## src/rtl/i2c_rp_pkg.sv

```systemverilog
package i2c_rp_pkg;

  typedef enum logic [2:0] {
    ST_IDLE,
    ST_ADDR,
    ST_ACK_A,
    ST_RX,
    ST_ACK_R,
    ST_TX,
    ST_ACK_T
  } rp_state_t;

  // address byte matches the device when its upper seven bits equal it
  function automatic logic addr_hit(input logic [7:0] b, input logic [6:0] dev);
    return b[7:1] == dev;
  endfunction

  // bit 0 of the address byte: 1 = target sends
  function automatic logic is_read(input logic [7:0] b);
    return b[0];
  endfunction

endpackage

```

## src/rtl/i2c_rp_sync.sv

```systemverilog
module i2c_rp_sync #(
  parameter int LINES  = 2,
  parameter int STAGES = 2
) (
  input  logic             clk,
  input  logic             rst_n,
  input  logic [LINES-1:0] din,
  output logic [LINES-1:0] dout
);
  for (genvar l = 0; l < LINES; l++) begin : g_line
    logic [STAGES-1:0] chain;
    always_ff @(posedge clk or negedge rst_n) begin
      if (!rst_n) chain <= '1;
      else        chain <= {chain[STAGES-2:0], din[l]};
    end
    assign dout[l] = chain[STAGES-1];
  end
endmodule

```

## src/rtl/i2c_rp_cond.sv

```systemverilog
module i2c_rp_cond (
  input  logic clk,
  input  logic rst_n,
  input  logic scl_s,
  input  logic sda_s,
  output logic start_evt,
  output logic stop_evt,
  output logic scl_rise,
  output logic scl_fall
);
  logic scl_d, sda_d;

  always_ff @(posedge clk or negedge rst_n) begin
    if (!rst_n) begin
      scl_d <= 1'b1;
      sda_d <= 1'b1;
    end else begin
      scl_d <= scl_s;
      sda_d <= sda_s;
    end
  end

  assign start_evt = scl_s & scl_d & sda_d & ~sda_s;
  assign stop_evt  = scl_s & scl_d & ~sda_d & sda_s;
  assign scl_rise  = scl_s & ~scl_d;
  assign scl_fall  = ~scl_s & scl_d;
endmodule

```

## src/rtl/i2c_rp_engine.sv

```systemverilog
module i2c_rp_engine
  import i2c_rp_pkg::*;
#(
  parameter logic [6:0] DEV_ADDR = 7'h56,
  parameter int         REG_AW   = 5,
  parameter int         REG_DW   = 16
) (
  input  logic              clk,
  input  logic              rst_n,
  input  logic              start_evt,
  input  logic              stop_evt,
  input  logic              scl_rise,
  input  logic              scl_fall,
  input  logic              sda_s,
  output logic              sda_oe,
  output logic [REG_AW-1:0] ptr,
  output logic [REG_DW-1:0] wdata,
  output logic              we,
  input  logic [REG_DW-1:0] rdata,
  output rp_state_t         state
);
  localparam int BYTES = REG_DW / 8;
  localparam int IW    = $clog2(BYTES + 3);
  localparam logic [IW-1:0] IDX_WR   = IW'(BYTES + 1);
  localparam logic [IW-1:0] IDX_DONE = IW'(BYTES + 2);

  logic [3:0]        cnt;
  logic [7:0]        sh;
  logic              rw;
  logic              ack_ok;
  logic [IW-1:0]     rx_idx;
  logic [REG_DW-1:0] wbuf;
  logic [REG_DW-1:0] txbuf;
  logic [7:0]        txbyte;

  // next word of the send buffer: one byte consumed, ones shifted in
  function automatic logic [REG_DW-1:0] tx_advance(input logic [REG_DW-1:0] b);
    return {b[REG_DW-9:0], 8'hFF};
  endfunction

  always_ff @(posedge clk or negedge rst_n) begin
    if (!rst_n) begin
      state  <= ST_IDLE;
      cnt    <= '0;
      sh     <= '0;
      rw     <= 1'b0;
      ack_ok <= 1'b0;
      rx_idx <= '0;
      wbuf   <= '0;
      txbuf  <= '0;
      txbyte <= '0;
      sda_oe <= 1'b0;
      ptr    <= '0;
      wdata  <= '0;
      we     <= 1'b0;
    end else begin
      we <= 1'b0;
      if (start_evt) begin
        state  <= ST_ADDR;
        cnt    <= '0;
        rx_idx <= '0;
        sda_oe <= 1'b0;
      end else if (stop_evt) begin
        state  <= ST_IDLE;
        sda_oe <= 1'b0;
      end else begin
        unique case (state)
          ST_IDLE: ;
          ST_ADDR: begin
            if (scl_rise) begin
              sh  <= {sh[6:0], sda_s};
              cnt <= cnt + 4'd1;
            end else if (scl_fall && cnt == 4'd8) begin
              if (addr_hit(sh, DEV_ADDR)) begin
                sda_oe <= 1'b1;
                rw     <= is_read(sh);
                state  <= ST_ACK_A;
              end else begin
                state <= ST_IDLE;
              end
            end
          end
          ST_ACK_A: begin
            if (scl_fall) begin
              cnt <= '0;
              if (rw) begin
                txbyte <= rdata[REG_DW-1 -: 8];
                txbuf  <= tx_advance(rdata);
                sda_oe <= ~rdata[REG_DW-1];
                state  <= ST_TX;
              end else begin
                sda_oe <= 1'b0;
                state  <= ST_RX;
              end
            end
          end
          ST_RX: begin
            if (scl_rise) begin
              sh  <= {sh[6:0], sda_s};
              cnt <= cnt + 4'd1;
            end else if (scl_fall && cnt == 4'd8) begin
              sda_oe <= 1'b1;
              cnt    <= '0;
              state  <= ST_ACK_R;
              if (rx_idx == '0) ptr <= sh[REG_AW-1:0];
              else if (rx_idx < IDX_WR) wbuf <= {wbuf[REG_DW-9:0], sh};
              if (rx_idx < IDX_WR) rx_idx <= rx_idx + 1'b1;
            end
          end
          ST_ACK_R: begin
            if (scl_fall) begin
              sda_oe <= 1'b0;
              state  <= ST_RX;
              if (rx_idx == IDX_WR) begin
                we     <= 1'b1;
                wdata  <= wbuf;
                rx_idx <= IDX_DONE;
              end
            end
          end
          ST_TX: begin
            if (scl_fall) begin
              if (cnt == 4'd7) begin
                sda_oe <= 1'b0;
                state  <= ST_ACK_T;
              end else begin
                cnt    <= cnt + 4'd1;
                txbyte <= {txbyte[6:0], 1'b1};
                sda_oe <= ~txbyte[6];
              end
            end
          end
          ST_ACK_T: begin
            if (scl_rise) begin
              ack_ok <= ~sda_s;
            end else if (scl_fall) begin
              if (ack_ok) begin
                txbyte <= txbuf[REG_DW-1 -: 8];
                txbuf  <= tx_advance(txbuf);
                sda_oe <= ~txbuf[REG_DW-1];
                cnt    <= '0;
                state  <= ST_TX;
              end else begin
                state <= ST_IDLE;
              end
            end
          end
          default: state <= ST_IDLE;
        endcase
      end
    end
  end
endmodule

```

## src/rtl/i2c_reg16_target.sv

```systemverilog
module i2c_reg16_target
  import i2c_rp_pkg::*;
#(
  parameter logic [6:0] DEV_ADDR    = 7'h56,
  parameter int         REG_AW      = 5,
  parameter int         REG_DW      = 16,
  parameter int         SYNC_STAGES = 2
) (
  input  logic              clk,
  input  logic              rst_n,
  input  logic              scl_i,
  input  logic              sda_i,
  output logic              sda_oe,
  output logic [REG_AW-1:0] reg_addr,
  output logic [REG_DW-1:0] reg_wdata,
  output logic              reg_we,
  input  logic [REG_DW-1:0] reg_rdata
);
  logic [1:0] lines_s;
  logic       scl_s, sda_s;
  logic       start_evt, stop_evt, scl_rise, scl_fall;
  rp_state_t  state;
  logic       st_idle;

  i2c_rp_sync #(.LINES(2), .STAGES(SYNC_STAGES)) u_sync (
    .clk  (clk),
    .rst_n(rst_n),
    .din  ({scl_i, sda_i}),
    .dout (lines_s)
  );
  assign scl_s = lines_s[1];
  assign sda_s = lines_s[0];

  i2c_rp_cond u_cond (
    .clk      (clk),
    .rst_n    (rst_n),
    .scl_s    (scl_s),
    .sda_s    (sda_s),
    .start_evt(start_evt),
    .stop_evt (stop_evt),
    .scl_rise (scl_rise),
    .scl_fall (scl_fall)
  );

  i2c_rp_engine #(.DEV_ADDR(DEV_ADDR), .REG_AW(REG_AW), .REG_DW(REG_DW)) u_eng (
    .clk      (clk),
    .rst_n    (rst_n),
    .start_evt(start_evt),
    .stop_evt (stop_evt),
    .scl_rise (scl_rise),
    .scl_fall (scl_fall),
    .sda_s    (sda_s),
    .sda_oe   (sda_oe),
    .ptr      (reg_addr),
    .wdata    (reg_wdata),
    .we       (reg_we),
    .rdata    (reg_rdata),
    .state    (state)
  );

  assign st_idle = (state == ST_IDLE);
endmodule

```

## config.mk

```make
export PLATFORM = sky130hd
export DESIGN_NAME = i2c_reg16_target
export DESIGN_NICKNAME = d
export VERILOG_FILES = /design/src/rtl/i2c_rp_pkg.sv /design/src/rtl/i2c_rp_sync.sv /design/src/rtl/i2c_rp_cond.sv /design/src/rtl/i2c_rp_engine.sv /design/src/rtl/i2c_reg16_target.sv
export SDC_FILE = /design/constraint.sdc
export NUM_CORES = 1
export LEC_CHECK = 0
export BUFFER_PORTS_ARGS = -buffer_cell sky130_fd_sc_hd__buf_2
export CORE_MARGIN = 5
export CORE_UTILIZATION = 53
export CTS_CLUSTER_SIZE = 30
export DETAILED_ROUTE_END_ITERATION = 16
export PLACE_DENSITY = 0.88
export SKIP_CTS_REPAIR_TIMING = 1
export SLEW_MARGIN = 20
export SYNTH_ARGS = -nofsm -noshare
export SYNTH_HDL_FRONTEND = slang
export SYNTH_HIERARCHICAL = 1
export SYNTH_SLANG_ARGS = --single-unit
```

## constraint.sdc

```tcl
create_clock -name clk -period 2.3 [get_ports clk]
set_input_delay 0.345 -clock clk [delete_from_list [all_inputs] [get_ports clk]]
set_output_delay 0.345 -clock clk [all_outputs]
set_load 0.005 [all_outputs]
```

# Word level (Yosys, flattened, before mapping)
# Cells that the tools add are included.
# word_totals
in_bits	20
regBits	88
output_inout_bits	23
wordCells	174
# classes
n_eq_ne	44
reduce_logical	21
n_mux	71
n_addsub	2
bitwise	18
magnitude_cmp	1
# op_table
op	n
$mux W16	5
$mux W3	21
$mux W7	7
$mux W4	11
$ne A4 B3 Y1 const B	10
$pmux W16 S2	1
$ne A3 B2 Y1 const B	8
$pmux W3 S7	1
$pmux W7 S3	1
$mux W1	20
$pmux W4 S5	1
$reduce_and A10 Y1	2
$ne A3 B3 Y1 const B	5
$reduce_and A7 Y1	2
$ne A4 B4 Y1 const B	3
$reduce_and A12 Y1	1
$reduce_and A6 Y1	2
$not A1 Y1	11
$reduce_and A11 Y1	1
$ne A2 B1 Y1 const B	5
$eq A3 B2 Y1 const B	3
$eq A3 B3 Y1 const B	3
$reduce_and A4 Y1	2
$reduce_and A8 Y1	1
20 further kinds	30

# Longest topological paths before layout
# depth
ltp_word	8
depth_mapped	9
ltp_nobuf	7

# By module
# Netlist, hierarchy kept.
# by_module_without_submodules
module	seq_area_each_um2	n_inst	area_each_um2	cells_per_inst
i2c_rp_engine	1876.8	1	3804.9	346
i2c_rp_sync	105.1	1	120.1	6
i2c_rp_cond	52.6	1	87.6	6

# Worst setup path before layout
# No wires, ideal clock.
# synth_path
kind	flip-flop to flip-flop
startpoint	reg u_sync.g_line[0].chain[1]
endpoint	reg u_eng.wdata[12]
n_path_buf	3
period_less_slack_ns	2.266
required_ns	2.172
setup_time_ns	0.128
path_stages_with_launch	9
t_arrival_ns	2.139
path_slack_ns	0.034
cell_sequence	dfstp_2 -> buf_4 -> and4b_1 -> buf_2 -> nor2_1 -> and3_1 -> nand3_2 -> buf_2 -> mux2_1
# synth_via
elab_chain_cells	4
word_cells_on_any_way	6
classes_between	5 x bitwise; 1 x reduce/logical
# synth_lines
element	line	text
start, declared	i2c_rp_sync.sv:11	logic [STAGES-1:0] chain;
start signal, assigned	i2c_rp_sync.sv:14	else chain <= {chain[STAGES-2:0], din[l]};
$not A1 Y1	i2c_rp_cond.sv:23	assign start_evt = scl_s & scl_d & sda_d & ~sda_s;
$and A1 B1 Y1	i2c_rp_cond.sv:23	
via start_evt	i2c_reg16_target.sv:21	logic start_evt, stop_evt, scl_rise, scl_fall;
$not A1 Y1 (no source line)	n/a	
$reduce_and A5 Y1 (no source line)	n/a	
end signal, assigned	i2c_rp_engine.sv:116	wdata <= wbuf;
end, declared	i2c_rp_engine.sv:17	output logic [REG_DW-1:0] wdata,
# The timed path passes the listed nets, and every way through them passes these cells.
# A chain may end at the register's enable or synchronous reset.

# Final worst setup path
# layout_path
startpoint	reg u_cond.scl_d
endpoint	reg u_eng.txbyte[1]
# layout_via
word_cells_on_any_way	15
classes_between	4 x eq/ne; 10 x bitwise; 1 x reduce/logical
# layout_lines
element	line	text
start, declared	i2c_rp_cond.sv:11	logic scl_d, sda_d;
start signal, assigned	i2c_rp_cond.sv:18	scl_d <= scl_s;
$and A1 B1 Y1 (*)	i2c_rp_cond.sv:26	assign scl_fall = ~scl_s & scl_d;
via scl_fall	i2c_reg16_target.sv:21	
$ne A2 B1 Y1 (no source line)	n/a	
$reduce_and A10 Y1 (no source line) (*)	n/a	
end signal, assigned	i2c_rp_engine.sv:87	txbyte <= rdata[REG_DW-1 -: 8];
end signal, assigned	i2c_rp_engine.sv:128	txbyte <= {txbyte[6:0], 1'b1};
end signal, assigned	i2c_rp_engine.sv:138	txbyte <= txbuf[REG_DW-1 -: 8];
end, declared	i2c_rp_engine.sv:34	logic [7:0] txbyte;
# Mark *: on every way through the listed nets, which the timed path passes. The rest lies on a longest branch.

==> reports/summary.txt <==
Vias in the first global route: 2,944
DPL Wire Length: 5950 um
GP Congestion: 0.898
Fin crit period: 2.19 ns
Ports: 43
Max Root-Sink Buffers: 2
Post-DR vias/cell: 5.87
Max-Slew Margin vs Limit: 0.685
Die H: 97.0 um
Met2 layer usage reported by global route: 0.294
Post-layout util: 0.636
Most frequent cells in the layout: 74 x dfrtp_1, 41 x buf_2, 34 x mux2_2
Clock-pin slew on the worst setup and hold paths: 0.09 ns
Crit path capture type: flop
Worst min path class: input port to flop
Crit-path max cell delay: 0.55 ns
Synth Instances: 358
Buf/Inv on CP: 1
Root Buffer: clkbuf_8
Drt pass-1 iters: 6
Status: finished, final reports clean
Pwr dens: 743 nW/um^2
Predominant post-synthesis flop cell: dfrtp_1
Worst Path Required: 2.54 ns
Pleak: 2.33 nW
Final setup viols: 0
Syn Nets: 385
Grt total ovfl: 0
Synth Register Bits: 81
R2R Setup Slk: 0.11 ns
Crit-path slowest cell: dfstp_2
Port Buf Inserts: 42
Crit start category: flop
GRT Resource Usage Total: 0.188
Slew Viols, Final: 0
Placed Cells: 497
Register area share after synthesis: 0.507
Crit-path leading delay family: compound AO/OA/AOI/OAI gates
H-tree lvl count: 3
Post-synth EDFFs: 0
WL/cell: 16.9 um
Post-Synthesis Cell Area: 4010 sq um
RSZ-0062 raised after global routing: no
Via count: 3,015
DRT Wirelength: 8680 um
Initial Utilization: 0.547
Fill cells: 540
Met3 Track Usage GR: 0.0410
CTS tree: yes
Max Fanout on Critical Path: 7
Post-synth ARST share: 1.00
Core area: 7330 sq um
Clk_lat worst skew: 0.36 ns
Layout cell share with drive strength beyond 1: 0.325
Remaining DRCs: 0
Initial DRC Count: 353
Ant diodes: 0
Setup WS post-layout: 0.106 ns
Met1 track demand over resource: 0.264
Final Hold Vio Count: 0
Initial antenna violation count: 0
Avg Cell Area, Syn: 11.2 sq um
Critical Path, Cell by Cell: and2b_2, inv_1, a211o_1, a221oi_4, mux2_2
Die X: 97.0 um
Non-filler cells, final: 514
Gr busiest metal: met2
Final #Nets: 437
Final ANT Viol Nets: 0
FMAX: 0.456 GHz
P&R area growth vs syn: 16.2%
VDD IR max: 0.512 mV
Crit path DAT: 2.43 ns
Pwr Total: 3.46 mW
Max-cap check violation count: 0
# clock sinks: 81
Post-synth cell types: 66
Tcrit/Tclk final: 0.954
Pre-CTS setup slack: 0.127 ns
Setup TNS: 0 ns
Least-Margin Pin Slew: 0.472 ns
Total CTS buffers: 9
Yosys warnings: 6
Largest net degree at the start of global routing: 52
CP Class: flop to flop
First-pass GRT wire length: 14,600 um
Most common cell after layout, fill and taps aside: dfrtp_1
# rows: 31
Worst setup skew after layout: 0.0109 ns
DIE AREA: 9410 sq um
-- worst reg2reg max path, stage by stage (launching register included) --
cell      delay (ns)
dfstp_2         0.55
and2b_2         0.20
inv_1           0.10
a211o_1         0.34
a221oi_4        0.50
mux2_2          0.39
-- cell type report --
class / instances / area (sq um) / area share
timing repair buffer: 64 / 405 / 0.0870
clock buffer: 9 / 124 / 0.0266
multi-input combinational: 236 / 1790 / 0.385
sequential: 81 / 2040 / 0.437
tap: 99 / 124 / 0.0266
inverter: 18 / 67.6 / 0.0145
clock inverter: 7 / 111 / 0.0239
-- metal layers --
layer / up-vias / routed length (um) / part of all wire
li1: 1401 / - / -
met1: 1480 / 3940 / 0.45
met2: 124 / 4150 / 0.48
met3: 10 / 488 / 0.056
met4: 0 / 101 / 0.012
met5: - / 0 / 0
-- state kept, by name, summed over array words and instances, names as in the netlist --
name and flops:
u_eng/rw 1, u_eng/ptr 5, u_cond/sda_d 1, u_eng/cnt 4, u_cond/scl_d 1, u_eng/ack_ok 1
u_eng/sh 8, u_eng/rx_idx 3, u_eng/state 3, u_eng/we 1, u_eng/txbyte 7, u_eng/txbuf 9
u_eng/wbuf 16, u_eng/wdata 16, u_sync/g_line.chain 4, u_eng/sda_oe 1
-- metrics by stage --
| stage | hold slack [ns] | area (sq um) |
|---|---|---|
| finish | 0.0808 | 4660 |
| detailed placement | 0.310 | 4410 |
| CTS | -0.0694 | 4650 |
| global route | 0.0767 | 4660 |
| floorplan | 0.0494 | 4010 |
| global placement | 0.307 | 4410 |
-- power by group --
group / total (mW) / leakage (nW) / switching [mW] / internal (mW)
registers: 1.72 / 1.07 / 0.132 / 1.59
clock network: 1.20 / 0.117 / 0.572 / 0.632
logic: 0.539 / 1.15 / 0.298 / 0.241
-- synth_stat cells (2+ instances only) --
| cell | instances | area [sq um] |
|---|---|---|
| o21bai_1 | 2 | 15.0 |
| buf_2 | 11 | 55.1 |
| o21ai_0 | 9 | 45.0 |
| nor3_1 | 3 | 15.0 |
| a22oi_1 | 2 | 15.0 |
| mux2_1 | 20 | 225 |
| dfstp_2 | 6 | 158 |
| mux2i_1 | 2 | 20.0 |
| nor4bb_1 | 2 | 20.0 |
| ha_1 | 7 | 87.6 |
| a31oi_1 | 6 | 37.5 |
| o22ai_1 | 9 | 56.3 |
| and2_1 | 2 | 12.5 |
| clkbuf_1 | 8 | 30.0 |
| nor2_1 | 25 | 93.8 |
| dfrtp_1 | 75 | 1880 |
| and4b_1 | 2 | 20.0 |
| mux2_2 | 34 | 383 |
| and3_1 | 4 | 25.0 |
| a221oi_1 | 2 | 17.5 |
| buf_4 | 3 | 22.5 |
| nand3_1 | 7 | 35.0 |
| a21o_1 | 2 | 15.0 |
| nand3b_1 | 3 | 22.5 |
| or2_2 | 2 | 12.5 |
| or3_1 | 7 | 43.8 |
| o21ai_1 | 5 | 25.0 |
| nor2b_1 | 7 | 43.8 |
| inv_1 | 17 | 63.8 |
| nand2_1 | 10 | 37.5 |
| a21oi_1 | 28 | 140 |
| and2b_2 | 2 | 17.5 |
-- cells by family after synthesis --
group / share of synthesized area
muxes: 0.157
buffers and inverters: 0.0465
and+or+nand+nor: 0.128
AOI/OAI and AO/OA: 0.138
adders and majority gates: 0.0218
DFF: 0.507
xor gates and xnor gates: 0.00218
-- path summary, 6_finish.rpt --
kind	startpoint	cells after the start	end
max	u_cond/scl_d	5	u_eng/txbyte[1]
min in group asynchronous	rst_n	2	u_eng/txbuf[12]
min	scl_i	1	u_sync/g_line[1].chain[0]
min reg2reg	u_sync/g_line[1].chain[0]	0	u_sync/g_line[1].chain[1]
max reg2reg	u_cond/scl_d	5	u_eng/txbyte[1]
max in group asynchronous	rst_n	3	u_sync/g_line[0].chain[1]
Note: power is estimated with default switching activity, not from simulation.
